## src/rtl/txser_pkg.sv

```systemverilog
package txser_pkg;

  localparam int unsigned BYTE_W = 8;

  typedef enum logic [2:0] {
    ST_IDLE  = 3'd0,
    ST_START = 3'd1,
    ST_DATA  = 3'd2,
    ST_PAR   = 3'd3,
    ST_STOP  = 3'd4
  } tx_state_e;

  // field order matches the line-control bit positions [6:0]
  typedef struct packed {
    logic       brk;
    logic       stick;
    logic       even;
    logic       par_en;
    logic       two_stop;
    logic [1:0] wsel;
  } line_cfg_t;

  // mask of the active data bits for a word-length code
  function automatic logic [BYTE_W-1:0] word_mask(input logic [1:0] wsel);
    logic [BYTE_W-1:0] all_ones;
    all_ones = '1;
    return all_ones >> (2'd3 - wsel);
  endfunction

endpackage

```

## src/rtl/txser_baud.sv

```systemverilog
module txser_baud #(
  parameter int unsigned DIV_W = 16
) (
  input  logic             clk,
  input  logic             rst_n,
  input  logic [DIV_W-1:0] divisor,
  output logic             tick
);

  logic [DIV_W-1:0] cnt;
  logic             run;

  assign run  = (divisor != '0);
  assign tick = run && (cnt >= divisor - DIV_W'(1));

  always_ff @(posedge clk or negedge rst_n) begin
    if (!rst_n)              cnt <= '0;
    else if (!run || tick)   cnt <= '0;
    else                     cnt <= cnt + DIV_W'(1);
  end

  // with a steady divisor the counter stays inside its period
  a_r6_cnt_in_period: assert property (@(posedge clk) disable iff (!rst_n)
    (run && $stable(divisor)) |-> (cnt < divisor));

endmodule

```

## src/rtl/txser_hold.sv

```systemverilog
module txser_hold #(
  parameter int unsigned BYTE_W = 8
) (
  input  logic              clk,
  input  logic              rst_n,
  input  logic              wr_valid,
  input  logic [BYTE_W-1:0] wr_data,
  output logic              wr_ready,
  input  logic              tick,
  input  logic              shift_idle,
  output logic              load,
  output logic [BYTE_W-1:0] load_data
);

  logic              full;
  logic [BYTE_W-1:0] data_q;
  logic              accept;

  assign wr_ready  = !full;
  assign accept    = wr_valid && !full;
  assign load      = full && tick && shift_idle;
  assign load_data = data_q;

  always_ff @(posedge clk or negedge rst_n) begin
    if (!rst_n) begin
      full   <= 1'b0;
      data_q <= '0;
    end else if (accept) begin
      full   <= 1'b1;
      data_q <= wr_data;
    end else if (load) begin
      full   <= 1'b0;
    end
  end

  // a waiting byte is never overwritten
  a_r8_held_stable: assert property (@(posedge clk) disable iff (!rst_n)
    (full && !load) |=> $stable(data_q));

endmodule

```

## src/rtl/txser_shift.sv

```systemverilog
module txser_shift
  import txser_pkg::*;
#(
  parameter int unsigned OVERSAMPLE = 16
) (
  input  logic              clk,
  input  logic              rst_n,
  input  logic              tick,
  input  logic              load,
  input  logic [BYTE_W-1:0] load_data,
  input  line_cfg_t         cfg,
  output logic              idle,
  output logic              ser_bit
);

  localparam int unsigned PH_W  = $clog2(OVERSAMPLE);
  localparam int unsigned IDX_W = $clog2(BYTE_W);
  localparam logic [PH_W-1:0] PH_LAST = PH_W'(OVERSAMPLE - 1);

  tx_state_e         state;
  logic [PH_W-1:0]   phase;
  logic [IDX_W-1:0]  bit_idx;
  logic [IDX_W-1:0]  last_idx;
  logic              stop_idx;
  logic [BYTE_W-1:0] shreg;
  logic [1:0]        wsel_q;
  logic              par_en_q;
  logic              two_stop_q;
  logic              par_q;
  logic [BYTE_W-1:0] masked;
  logic              par_next;

  assign masked   = load_data & word_mask(cfg.wsel);
  assign par_next = cfg.stick ? ~cfg.even : (cfg.even ? ^masked : ~^masked);
  assign last_idx = IDX_W'(BYTE_W - 4) + IDX_W'(wsel_q);
  assign idle     = (state == ST_IDLE);

  always_comb begin
    case (state)
      ST_START: ser_bit = 1'b0;
      ST_DATA:  ser_bit = shreg[0];
      ST_PAR:   ser_bit = par_q;
      default:  ser_bit = 1'b1;
    endcase
  end

  always_ff @(posedge clk or negedge rst_n) begin
    if (!rst_n) begin
      state      <= ST_IDLE;
      phase      <= '0;
      bit_idx    <= '0;
      stop_idx   <= 1'b0;
      shreg      <= '0;
      wsel_q     <= 2'd3;
      par_en_q   <= 1'b0;
      two_stop_q <= 1'b0;
      par_q      <= 1'b0;
    end else if (tick) begin
      if (state == ST_IDLE) begin
        if (load) begin
          state      <= ST_START;
          phase      <= '0;
          shreg      <= load_data;
          wsel_q     <= cfg.wsel;
          par_en_q   <= cfg.par_en;
          two_stop_q <= cfg.two_stop;
          par_q      <= par_next;
        end
      end else if (phase == PH_LAST) begin
        phase <= '0;
        case (state)
          ST_START: begin
            state   <= ST_DATA;
            bit_idx <= '0;
          end
          ST_DATA: begin
            shreg   <= shreg >> 1;
            bit_idx <= bit_idx + IDX_W'(1);
            if (bit_idx == last_idx) begin
              bit_idx  <= '0;
              stop_idx <= 1'b0;
              state    <= par_en_q ? ST_PAR : ST_STOP;
            end
          end
          ST_PAR: begin
            stop_idx <= 1'b0;
            state    <= ST_STOP;
          end
          ST_STOP: begin
            if (two_stop_q && !stop_idx) stop_idx <= 1'b1;
            else                         state    <= ST_IDLE;
          end
          default: state <= ST_IDLE;
        endcase
      end else begin
        phase <= phase + PH_W'(1);
      end
    end
  end

  // the frame advances only on a tick
  a_r6_moves_on_tick: assert property (@(posedge clk) disable iff (!rst_n)
    !tick |=> $stable(state));

  // a transfer from the holding register finds the shifter idle
  a_r9_load_when_idle: assert property (@(posedge clk) disable iff (!rst_n)
    load |-> (state == ST_IDLE));

  // a transfer always opens a frame with its start bit
  a_r1_load_starts: assert property (@(posedge clk) disable iff (!rst_n)
    load |=> (state == ST_START));

endmodule

```

## src/rtl/serial_tx_engine.sv

```systemverilog
module serial_tx_engine
  import txser_pkg::*;
#(
  parameter int unsigned OVERSAMPLE = 16
) (
  input  logic              clk,
  input  logic              rst_n,
  input  logic [6:0]        line_ctrl,
  input  logic [7:0]        div_lo,
  input  logic [7:0]        div_hi,
  input  logic              wr_valid,
  input  logic [7:0]        wr_data,
  output logic              wr_ready,
  output logic              txd,
  output logic              hold_empty,
  output logic              line_idle
);

  localparam int unsigned DIV_W = 2 * BYTE_W;

  logic [DIV_W-1:0]  divisor;
  logic              tick;
  logic              load;
  logic [BYTE_W-1:0] load_data;
  logic              shift_idle;
  logic              ser_bit;
  line_cfg_t         cfg;

  assign divisor = {div_hi, div_lo};
  assign cfg     = line_cfg_t'(line_ctrl);

  txser_baud #(.DIV_W(DIV_W)) u_baud (
    .clk     (clk),
    .rst_n   (rst_n),
    .divisor (divisor),
    .tick    (tick)
  );

  txser_hold #(.BYTE_W(BYTE_W)) u_hold (
    .clk        (clk),
    .rst_n      (rst_n),
    .wr_valid   (wr_valid),
    .wr_data    (wr_data),
    .wr_ready   (wr_ready),
    .tick       (tick),
    .shift_idle (shift_idle),
    .load       (load),
    .load_data  (load_data)
  );

  txser_shift #(.OVERSAMPLE(OVERSAMPLE)) u_shift (
    .clk       (clk),
    .rst_n     (rst_n),
    .tick      (tick),
    .load      (load),
    .load_data (load_data),
    .cfg       (cfg),
    .idle      (shift_idle),
    .ser_bit   (ser_bit)
  );

  assign hold_empty = wr_ready;
  assign line_idle  = wr_ready && shift_idle;
  assign txd        = cfg.brk ? 1'b0 : ser_bit;

  // with no divisor and a steady control word the line is frozen
  a_r7_frozen_line: assert property (@(posedge clk) disable iff (!rst_n)
    (divisor == '0 && $past(divisor) == '0 && $stable(line_ctrl)) |-> $stable(txd));

endmodule

```

## config.mk

```make
export PLATFORM = sky130hd
export DESIGN_NAME = serial_tx_engine
export DESIGN_NICKNAME = d
export VERILOG_FILES = /design/src/rtl/txser_pkg.sv /design/src/rtl/txser_baud.sv /design/src/rtl/txser_hold.sv /design/src/rtl/txser_shift.sv /design/src/rtl/serial_tx_engine.sv
export SDC_FILE = /design/constraint.sdc
export NUM_CORES = 1
export LEC_CHECK = 0
export ABC_CLOCK_PERIOD_IN_PS = 3100
export BUFFER_PORTS_ARGS = -buffer_cell sky130_fd_sc_hd__buf_2
export CORE_AREA = 5 5 101 103
export CTS_CLUSTER_SIZE = 12
export DETAILED_ROUTE_END_ITERATION = 12
export DIE_AREA = 0 0 106 108
export GPL_ROUTABILITY_DRIVEN = 0
export PLACE_DENSITY = 0.6
export SLEW_MARGIN = 20
export SYNTH_ARGS = -nofsm -noshare
export SYNTH_HDL_FRONTEND = slang
export SYNTH_SLANG_ARGS = --single-unit
```

## constraint.sdc

```tcl
create_clock -name clk -period 3.1 [get_ports clk]
set_input_delay 0.155 -clock clk [delete_from_list [all_inputs] [get_ports clk]]
set_output_delay 0.155 -clock clk [all_outputs]
set_load 0.005 [all_outputs]
```

After elaboration in Yosys (flattened, before gate mapping)
Index checks and enable logic that the tools add are counted.
Widths: inputs -> output; s select.
{ "word_totals": {"regBits": 49, "elab_cells": 85} }
{ "op_classes": {"add_sub_neg": 6, "mux": 26, "n_shift": 1, "bitwise_logic": 3, "reduce_logical": 25, "n_lt_le_gt_ge": 1, "n_eq_ne": 11} }
{ "ops": {"columns": ["cell", "count"], "rows": [
  ["$mux 8", 4],
  ["$mux 3", 7],
  ["$add 16x1->16 const B", 1],
  ["$ge 16x16->1", 1],
  ["$mux 16", 1],
  ["$reduce_bool 16->1", 1],
  ["$sub 16x1->16 const B", 1],
  ["$mux 4", 3],
  ["$pmux 3 s4", 1],
  ["$and 8x8->8", 1],
  ["$reduce_and 4->1", 2],
  ["$reduce_bool 2->1", 4],
  ["$reduce_xnor 8->1", 1],
  ["$reduce_xor 8->1", 1],
  ["$shr 8x2->8 const A", 1],
  ["$mux 1", 7],
  ["$eq 3x2->1 const B", 2],
  ["$logic_and 1x1->1", 6],
  ["$pmux 1 s3", 2],
  ["$pmux 3 s2", 1],
  ["$reduce_and 6->1", 1],
  ["$reduce_and 5->1", 1],
  ["$add 4x1->4 const B", 1],
  ["$eq 4x4->1 const B", 1],
  ["other kinds (17)", 21]
]} }

Logic depth before layout (Yosys ltp)
Gate-level depths: netlist of the first run.
{ "depth": {"ltp_word": 7, "ltp_mapped": 15} }

Hierarchy
Synthesis of the first run repeated with hierarchy kept, for this count alone.
{ "unflattened": {"hier_cells": 339, "area_unflattened_um2": 3160.5} }
{ "by_module_without_submodules": {"columns": ["mod", "cells_per_inst", "area_per_inst_um2", "instances"], "rows": [
  ["txser_baud", 157, 1383.8, 1],
  ["txser_shift", 156, 1366.3, 1],
  ["txser_hold", 23, 382.9, 1],
  ["serial_tx_engine", 3, 27.5, 1]
]} }

Worst setup path before layout of the first run
Ideal clock, no wire load.
{ "synth_path": {"path_kind": "input to register", "from": "input port div_lo[5]", "to": "register u_shift.shreg[0]", "stages": 12, "required_time_ns": 2.975, "t_arrival_ns": 3.093, "setup_ns": 0.125, "setup_slack_ns": -0.118, "path_cell_list": "or4_4 -> or3_1 -> buf_2 -> nor4_1 -> xnor2_1 -> ha_1 -> nand2_1 -> nor4_1 -> nand3b_1 -> nand3_1 -> nand4_2 -> mux2_2"} }
{ "synth_via": {"elab_chain_cells": 7} }
{ "synth_lines": {"columns": ["element", "line_no", "text"], "rows": [
  ["start, declared", "serial_tx_engine.sv:9", "input logic [7:0] div_lo,"],
  ["$sub 16x1->16", "txser_baud.sv:14", "assign tick = run && (cnt >= divisor - DIV_W'(1));"],
  ["$ge 16x16->1", "txser_baud.sv:14", null],
  ["$logic_and 1x1->1 (*)", "txser_baud.sv:14", null],
  ["$logic_and 1x1->1 (2 in a row)", "txser_hold.sv:21", "assign load = full && tick && shift_idle;"],
  ["$ne 2x2->1 (no line)", null, null],
  ["$reduce_and 4->1 (no line) (*)", null, null],
  ["end signal, assigned", "txser_shift.sv:63", "shreg <= load_data;"],
  ["end signal, assigned", "txser_shift.sv:77", "shreg <= shreg >> 1;"],
  ["end, declared", "txser_shift.sv:25", "logic [BYTE_W-1:0] shreg;"]
]} }
Every way passes the cells marked *; elsewhere a longest branch is shown, timed or not.
A chain may end at the register's enable or synchronous reset.

Worst setup path after layout of the first run
{ "layout_path": {"from": "input port div_lo[5]", "to": "register u_shift.shreg[4]"} }
Same word-level chain as after synthesis.

==> results of run 1 <==
[registers in the layout, summed over array words and instances (netlist names), 2 cells and up]
| signal | cells |
|---|---|
| u_shift.state | 3 |
| u_shift.wsel_q | 2 |
| u_shift.phase | 4 |
| u_hold.load_data | 8 |
| u_shift.shreg | 8 |
| u_baud.cnt | 16 |
| u_shift.bit_idx | 3 |
[cell families (layout without fill, tap and decap cells)]
kind of cell,count (synthesis),in the layout,share of synthesized area [%]
DFF,49,49,39.4
muxes,25,25,8.92
adders and majority gates,20,20,8.03
and+or+nand+nor,137,137,22.0
AOI/OAI and AO/OA,35,35,7.99
buffers and inverters,21,68,3.09
xor gates and xnor gates,36,36,10.6
[layout make-up]
| class | instances | area share [%] |
|---|---|---|
| well taps | 111 | 3.81 |
| multi-input cells | 253 | 50.0 |
| flip-flops and latches | 49 | 33.7 |
| clock inverters | 1 | 0.824 |
| repair buffers | 51 | 8.37 |
| clock buffers | 7 | 2.37 |
| inverters | 9 | 0.927 |
[metal layers]
metal | global-route usage (%) | up-vias
met5 | 0 | -
met2 | 19.0 | 48
met4 | 4.53 | 0
li1 | - | 1219
met1 | 14.9 | 1120
met3 | 2.21 | 10
[how the worst min path moves through the flow]
| stage | slack [ns] | start | endpoint |
|---|---|---|---|
| after floorplan | -0.14 | rst_n | u_baud.cnt[0] |
| after global placement | 0.11 | rst_n | u_shift.bit_idx[1] |
| after detailed placement | 0.12 | rst_n | u_shift.bit_idx[1] |
| after CTS | 0.05 | wr_data[7] | u_hold.load_data[7] |
| after global routing | 0.07 | wr_data[7] | u_hold.load_data[7] |
| final | 0.05 | wr_data[7] | u_hold.load_data[7] |
[repair_timing]
item / in CTS / in global routing
endpoints found under the hold margin: 15 / 0
resized for setup: 0 / 5
setup endpoints to repair: 0 / 41
hold buffers: 1 / 0
[Yosys cell counts (2+ instances only)]
master	instances	share of area, %
nor3b_1	2	0.48
xnor2_1	23	6.5
o21ai_0	6	0.96
or3b_2	2	0.56
ha_1	20	8.0
a21oi_1	8	1.3
nor4_1	3	0.60
clkbuf_1	7	0.84
dfstp_2	2	1.7
a22oi_1	2	0.48
nand4_1	2	0.40
nand3_1	12	1.9
xor2_1	12	3.4
o211ai_1	4	0.96
and3_1	7	1.4
mux2_2	21	7.6
buf_2	2	0.32
mux2i_1	3	0.96
and2_1	2	0.40
nand2b_1	4	0.80
dfrtp_1	47	38
or4_4	2	0.72
nor3_1	13	2.1
nand4_2	2	0.80
nand2_1	43	5.2
a32o_1	2	0.64
or3_1	2	0.40
buf_4	2	0.48
o2bb2ai_1	2	0.56
inv_1	9	1.1
a221o_1	2	0.64
nor2_1	35	4.2
[critical path: cells and delay by family]
kind	cells	cell delay (ns)
adder cells (fa/ha/maj)	1	0.30
XOR/XNOR	1	0.10
buffers and inverters	1	0.10
AO/OA/AOI/OAI	1	0.12
AND/OR/NAND/NOR	7	1.96
multiplexers	1	0.35
[through the flow]
stage                     area [um^2]  setup TNS [ns]  power (W)  std cells
after floorplan                  3120               0   0.000945        323
after global placement           3490           -6.63    0.00103        472
after detailed placement         3490           -9.21    0.00105        472
after CTS                        3620               0    0.00152        481
after global routing             3650               0    0.00159        481
final                            3650               0    0.00150        481
[where the power goes]
group / internal, W / switching (W)
logic: 0.000140 / 0.000125
registers: 0.000694 / 0.0000706
clock network: 0.000263 / 0.000209
==> run_results.csv, run 1 <==
group,metric,value,unit
job,max_cap_violations,0,
setup_path,criticalPathCategory,"input port to register",
die,core,0.00911,mm^2
setup_path,r2r_start,"u_baud.cnt[0]",
cells_and_area,diodes,0,
power_and_ir_drop,leakage,1.71,nW
cells_and_area,final_cell_mix,"47 x dfrtp_1, 43 x nand2_1, 37 x buf_2, 35 x nor2_1, 23 x xnor2_1",
die,die_area,0.0114,mm^2
die,num_rows,35,
setup_path,regToRegSetupSlack,0.62,ns
setup_path,slowest_delay,0.54,ns
detailed_routing,top_layer,"met4",
sta,slew_headroom,54.2,%
clock_tree,clk_pin_slew,0.08,ns
setup_path,r2r-end,"u_shift.phase[3]",
yosys,synth_area,0.00312,mm^2
yosys,syn-num-nets,377,
hold_path,hold_depth,3,
yosys,ys_seq_area_share,39.4,%
detailed_routing,post-route-drc-count,0,
clock_tree,cts_inserted_buffers,5,
place,dp_slack,-0.278,ns
clock_tree,worstSkewPairLatency,0.30,ns
yosys,synthFlopType,"dfrtp_1",
clock_tree,cts_max_path_buffers,2,
yosys,synth_cells,323,
yosys,async_reset_ff_share,100,%
power_and_ir_drop,powerDensity,412,mW/mm^2
die,die_h,108,um
yosys,synth_edf_count,0,
setup_path,r2r_cells,9,
yosys,syn_area_per_cell,9.65,um^2
die,fp.dieW,106,um
sta,rsz0062_at_grt,"no",
sta,worstMarginPinSlew,0.685,ns
cells_and_area,layout_commonest_cell,"dfrtp_1",
cells_and_area,fin_util,40.0,%
sta,setup_viol,0,
setup_path,arrival,3.10,ns
detailed_routing,drt_iter0_markers,65,
detailed_routing,detailroute.wirelength.met2,2.92,mm
detailed_routing,finalWirelength,6.26,mm
sta,fin_crit,2.91,ns
global_routing,antenna_found_initial,0,
cells_and_area,regArea,0.00123,mm^2
setup_path,startpoint,"div_lo[5]",
yosys,ys_types,50,
setup_path,cp_cell_sequence,"buf_2, or4_4, or3_4, nor2_1, xnor2_1, ha_1, nand2_1, o21ai_0, or3b_2, nand3_2, nand4_2, mux2_2",
sta,slew_viol_final,0,
global_routing,grt_use_total,11.5,%
hold_path,hold_path_class,"input port to register",
global_routing,grt_overflow,0,
global_routing,grt_pass1_vias,2425,
place,port_buffers,37,
yosys,yosys_warnings,0,
sta,fin_skew,0.00654,ns
clock_tree,cts_tree,"built",
die,ios,38,
detailed_routing,drtPass1Iterations,4,
die,initial_utilization,34.2,%
setup_path,cp_max_fo,8,
cells_and_area,fill_cells,913,
clock_tree,cts_setup_buffers,0,
global_routing,grt_max_degree,33,
sta,finalCritPeriodShare,93.8,%
cells_and_area,final_nets,423,
sta,hold_ws,0.0547,ns
cells_and_area,areaGrowthSynthToFinish,17.0,%
detailed_routing,met3_length,295,um
sta,setup_ws,0.191,ns
detailed_routing,via_count,2397,
detailed_routing,routed_via_density,4.98,
power_and_ir_drop,vdd.ir_drop.worst,0.000221,V
setup_path,endpoint,"u_shift.shreg[4]",
clock_tree,h-tree-depth,2,
setup_path,cp-start-kind,"input port",
cells_and_area,multi_input_area,0.00182,mm^2
place,hpwlAfterDp,4.87,mm
setup_path,endpoint_kind,"register",
yosys,ys_seq_elements,49,
sta,fmax,344,MHz
setup_path,slowest_stage,"or4_4",
detailed_routing,drt-met1-wl,2.95,mm
run_status,outcome,"finished, final reports clean",
global_routing,grt_pass1_wl,10.9,mm
cells_and_area,drive_above_1_share,26.2,%
detailed_routing,wire_per_inst,13.0,um
detailed_routing,ant_nets,0,
clock_tree,cts_sinks,49,
sta,hold_viol,0,
setup_path,cp.required,3.29,ns
clock_tree,ctsRootBufferMaster,"clkbuf_8",
No activity file was read; power rests on OpenSTA's default activity.
==> run 2, diff against run 1 <==
--- a/config.mk
+++ b/config.mk
@@ -8,6 +8,7 @@
 export ABC_CLOCK_PERIOD_IN_PS = 3100
 export BUFFER_PORTS_ARGS = -buffer_cell sky130_fd_sc_hd__buf_2
 export CORE_AREA = 5 5 101 103
+export CTS_BUF_LIST = sky130_fd_sc_hd__clkbuf_8
 export CTS_CLUSTER_SIZE = 12
 export DETAILED_ROUTE_END_ITERATION = 12
 export DIE_AREA = 0 0 106 108
==> run_results.csv, run 2 (synthesis results as in run 1) <==
group,metric,value,unit
global_routing,grt_max_degree,33,
setup_path,cp-start-kind,"input port",
cells_and_area,layout_commonest_cell,"dfrtp_1",
cells_and_area,final_cell_mix,"47 x dfrtp_1, 43 x nand2_1, 37 x buf_2, 35 x nor2_1, 23 x xnor2_1",
detailed_routing,via_count,2406,
cells_and_area,final_nets,423,
clock_tree,cts_sinks,49,
cells_and_area,regArea,0.00123,mm^2
sta,fmax,344,MHz
clock_tree,cts_inserted_buffers,5,
global_routing,grt_overflow,0,
sta,finalCritPeriodShare,93.8,%
place,hpwlAfterDp,4.87,mm
sta,slew_headroom,54.2,%
cells_and_area,top_register,"u_baud.cnt",
cells_and_area,diodes,0,
clock_tree,clk_pin_slew,0.08,ns
die,num_rows,35,
sta,worstMarginPinSlew,0.685,ns
place,port_buffers,37,
hold_path,hold_path_class,"input port to register",
setup_path,cp_max_fo,8,
detailed_routing,drt_iter0_markers,87,
sta,setup_viol,0,
global_routing,grt_use_total,11.5,%
detailed_routing,routed_via_density,5.00,
die,fp.dieW,106,um
setup_path,arrival,3.10,ns
die,core,0.00911,mm^2
clock_tree,h-tree-depth,2,
detailed_routing,ant_nets,0,
clock_tree,cts_tree,"built",
global_routing,antenna_found_initial,0,
cells_and_area,multi_input_area,0.00182,mm^2
detailed_routing,finalWirelength,6.25,mm
detailed_routing,drtPass1Iterations,4,
clock_tree,worstSkewPairLatency,0.30,ns
cells_and_area,fill_cells,914,
job,max_cap_violations,0,
cells_and_area,largest_register_ffs,16,
die,die_area,0.0114,mm^2
setup_path,criticalPathCategory,"input port to register",
die,ios,38,
setup_path,endpoint_kind,"register",
sta,hold_viol,0,
detailed_routing,post-route-drc-count,0,
clock_tree,ctsRootBufferMaster,"clkbuf_8",
power_and_ir_drop,leakage,1.71,nW
cells_and_area,drive_above_1_share,25.9,%
run_status,outcome,"finished, final reports clean",
setup_path,cp.required,3.29,ns
global_routing,grt_pass1_vias,2425,
sta,fin_tns_setup,0,ns
power_and_ir_drop,powerDensity,412,mW/mm^2
global_routing,grt_pass1_wl,10.9,mm
cells_and_area,areaGrowthSynthToFinish,16.9,%
detailed_routing,wire_per_inst,13.0,um
die,die_h,108,um
sta,hold_ws,0.0547,ns
sta,fin_crit,2.91,ns
clock_tree,cts_max_path_buffers,2,
power_and_ir_drop,vdd.ir_drop.worst,0.000221,V
die,initial_utilization,34.2,%
sta,fin_skew,0.00650,ns
sta,slew_viol_final,0,
run 2: final timing paths:
path | from | end | slack [ns] | depth (start not counted)
setup / recovery | div_lo[5] | u_shift.shreg[4] | 0.19 | 12
hold / removal | wr_data[7] | u_hold.load_data[7] | 0.05 | 3
setup reg to reg | u_baud.cnt[0] | u_shift.state[2] | 0.62 | 9
hold reg to reg | u_shift.shreg[7] | u_shift.shreg[7] | 0.51 | 1
max in group asynchronous | rst_n | u_shift.shreg[1] | 2.04 | 3
min in group asynchronous | rst_n | u_baud.cnt[8] | 0.30 | 2
run 2: metal layers:
metal  wire (um)  GRT usage (%)  vias up
met1        2950           14.9     1126
met3         298           2.21       10
met2        2900           19.0       50
met5           0              0        -
met4         100           4.53        0
li1            -              -     1220
run 2: where the power goes:
group          switching, W  leakage, nW  internal, W
clock              0.000210       0.0626     0.000260
combinational      0.000125         1.03     0.000140
sequential        0.0000706        0.619     0.000694
total              0.000405         1.71      0.00109
run 2: stage by stage:
step / power [W] / instance area, um^2 / std cells / worst slack (ns) / utilization [%]
global route: 0.00159 / 3640 / 481 / -0.00533 / 40.0
detailed placement: 0.00105 / 3490 / 472 / -0.278 / 38.3
finish: 0.00150 / 3640 / 481 / 0.191 / 40.0
CTS: 0.00152 / 3620 / 481 / 0.0366 / 39.7
global placement: 0.00103 / 3490 / 472 / -0.220 / 38.3
floorplan: 0.000945 / 3120 / 323 / 0.00705 / -
run 2: critical path, stage by stage:
cell	delay (ns)
buf_2	0.10
or4_4	0.54
or3_4	0.39
nor2_1	0.14
xnor2_1	0.10
ha_1	0.30
nand2_1	0.07
o21ai_0	0.12
or3b_2	0.46
nand3_2	0.13
nand4_2	0.23
mux2_2	0.35
run 2: timing repair:
| action | in CTS | in global routing |
|---|---|---|
| resized for setup | 0 | 4 |
| setup buffers | 0 | 0 |
| endpoints found under the setup margin | 0 | 41 |
| hold buffers | 1 | 0 |
| endpoints found under the hold margin | 15 | 0 |
run 2: cell type report:
type | instances | share of cell area (%)
inverter | 9 | 0.928
multi-input combinational | 253 | 49.9
clock buffer | 6 | 2.27
tap | 111 | 3.81
timing repair buffer | 51 | 8.38
clock inverter | 2 | 0.928
sequential | 49 | 33.7
==> run 3, diff against run 2 <==
--- a/config.mk
+++ b/config.mk
@@ -14,6 +14,7 @@
 export DIE_AREA = 0 0 106 108
 export GPL_ROUTABILITY_DRIVEN = 0
 export PLACE_DENSITY = 0.6
+export SETUP_SLACK_MARGIN = 0.4
 export SLEW_MARGIN = 20
 export SYNTH_ARGS = -nofsm -noshare
 export SYNTH_HDL_FRONTEND = slang
==> run_results.csv, run 3 (synthesis results as in run 1) <==
group,metric,value,unit
place,port_buffers,37,
setup_path,slowest_delay,0.53,ns
detailed_routing,drt_iter0_markers,73,
setup_path,arrival,3.05,ns
die,fp.dieW,106,um
global_routing,antenna_found_initial,0,
clock_tree,cts_sinks,49,
hold_path,hold_path_class,"input port to register",
run_status,outcome,"finished, final reports clean",
cells_and_area,fin_util,41.8,%
setup_path,cp_num_buf_inv,1,
detailed_routing,wire_per_inst,13.0,um
clock_tree,cts_tree,"built",
global_routing,grt_max_degree,30,
detailed_routing,ant_nets,0,
sta,setup_viol,0,
global_routing,grt_overflow,0,
setup_path,cp_cell_sequence,"buf_6, or4_4, or3_4, nor4_4, xnor2_1, ha_1, nand2_2, or3b_4, nand3_4, o211ai_1, a221o_1",
cells_and_area,final_nets,430,
place,hpwlAfterDp,4.88,mm
detailed_routing,via_count,2416,
detailed_routing,post-route-drc-count,0,
cells_and_area,final_cell_mix,"47 x dfrtp_1, 41 x nand2_1, 36 x buf_2, 35 x nor2_1, 23 x xnor2_1",
sta,slew_viol_final,0,
power_and_ir_drop,leakage,1.77,nW
power_and_ir_drop,vdd.ir_drop.worst,0.000202,V
sta,fin_crit,2.87,ns
cells_and_area,fill_cells,890,
die,die_h,108,um
cells_and_area,final_area,0.00381,mm^2
clock_tree,clk_pin_slew,0.09,ns
detailed_routing,routed_via_density,4.95,
cells_and_area,largest_register_ffs,16,
setup_path,cp.required,3.28,ns
clock_tree,cts_inserted_buffers,5,
clock_tree,ctsRootBufferMaster,"clkbuf_8",
power_and_ir_drop,powerDensity,383,mW/mm^2
detailed_routing,finalWirelength,6.35,mm
cells_and_area,diodes,0,
cells_and_area,regArea,0.00123,mm^2
sta,hold_viol,0,
sta,worstMarginPinSlew,0.719,ns
die,die_area,0.0114,mm^2
setup_path,slowest_stage,"or4_4",
sta,rsz0062_at_grt,"yes",
setup_path,criticalPathCategory,"input port to register",
die,initial_utilization,34.2,%
sta,fmax,349,MHz
cells_and_area,drive_above_1_share,29.4,%
global_routing,grt_pass1_wl,10.8,mm
global_routing,grt_use_total,11.5,%
cells_and_area,layout_commonest_cell,"dfrtp_1",
clock_tree,h-tree-depth,2,
die,core,0.00911,mm^2
die,num_rows,35,
detailed_routing,drtPass1Iterations,4,
die,ios,38,
setup_path,worst_path_dominant_cell_family,"simple AND/OR/NAND/NOR gates",
cells_and_area,multi_input_area,0.00191,mm^2
clock_tree,cts_max_path_buffers,2,
cells_and_area,areaGrowthSynthToFinish,22.3,%
place,placed_area,0.00358,mm^2
job,max_cap_violations,0,
global_routing,grt_pass1_vias,2361,
setup_path,cp_max_fo,8,
sta,slew_headroom,51.9,%
setup_path,cp-start-kind,"input port",
sta,finalCritPeriodShare,92.5,%
sta,fin_skew,0.00467,ns
setup_path,endpoint_kind,"register",
cells_and_area,top_register,"u_baud.cnt",
clock_tree,worstSkewPairLatency,0.30,ns
## run 3: worst paths after layout
check,start,endpoint,slack [ns],depth (start not counted)
max,div_lo[5],u_shift.phase[2],0.23,11
min,wr_data[7],u_hold.load_data[7],0.06,3
min reg2reg,u_shift.shreg[5],u_shift.shreg[5],0.52,1
max in group asynchronous,rst_n,u_shift.phase[0],2.43,4
min in group asynchronous,rst_n,u_shift.state[1],0.33,3
max reg2reg,u_baud.cnt[0],u_shift.state[2],0.47,9
## run 3: power breakdown
| part | internal, W | switching [W] | total, W | leakage (nW) |
|---|---|---|---|---|
| clock network | 0.000202 | 0.000208 | 0.000410 | 0.0542 |
| logic | 0.000149 | 0.000136 | 0.000285 | 1.10 |
| registers | 0.000694 | 0.0000716 | 0.000765 | 0.619 |
| total | 0.00104 | 0.000416 | 0.00146 | 1.77 |
## run 3: final cells by class
type	instances	share of cell area (%)
clock buffers	7	2.53
clock inverters	1	0.131
inverters	9	0.886
multi-input cells	253	50.1
flip-flops and latches	49	32.2
well taps	111	3.64
repair buffers	58	10.5
## run 3: per-stage QoR
stage | TNS, ns | total power (W) | hold slack [ns] | setup WS, ns | instances
2_1_floorplan | 0 | 0.000948 | -0.141 | 0.107 | 323
3_3_place_gp | -2.14 | 0.00104 | 0.365 | -0.143 | 471
3_5_place_dp | -4.46 | 0.00106 | 0.124 | -0.232 | 473
4_1_cts | 0 | 0.00148 | 0.0539 | 0.230 | 487
5_1_grt | 0 | 0.00155 | 0.0617 | 0.112 | 488
6_report | 0 | 0.00146 | 0.0643 | 0.232 | 488
## run 3: layer usage
layer  track usage, %  part of all wire, %  wire [um]  vias up
met4             3.33                  1.3         80        0
met5                0                    0          0        -
met2             19.8                   47       2980       47
li1                 -                    -          -     1236
met3             2.63                  4.5        283        7
met1             14.4                   47       3000     1126
## run 3: what timing repair did
action | CTS | global route
buffers inserted | 5 | 1
endpoints found under the setup margin | 41 | 41
pin swaps | 7 | 1
resized for setup | 16 | 0
endpoints found under the hold margin | 26 | 0
hold buffers | 1 | 0
## run 3: worst min-delay path: cells and delay by family
family                 cells  cell delay [ns]
AOI/OAI and AO/OA          1             0.06
buffers and inverters      1             0.08
and+or+nand+nor            1             0.04
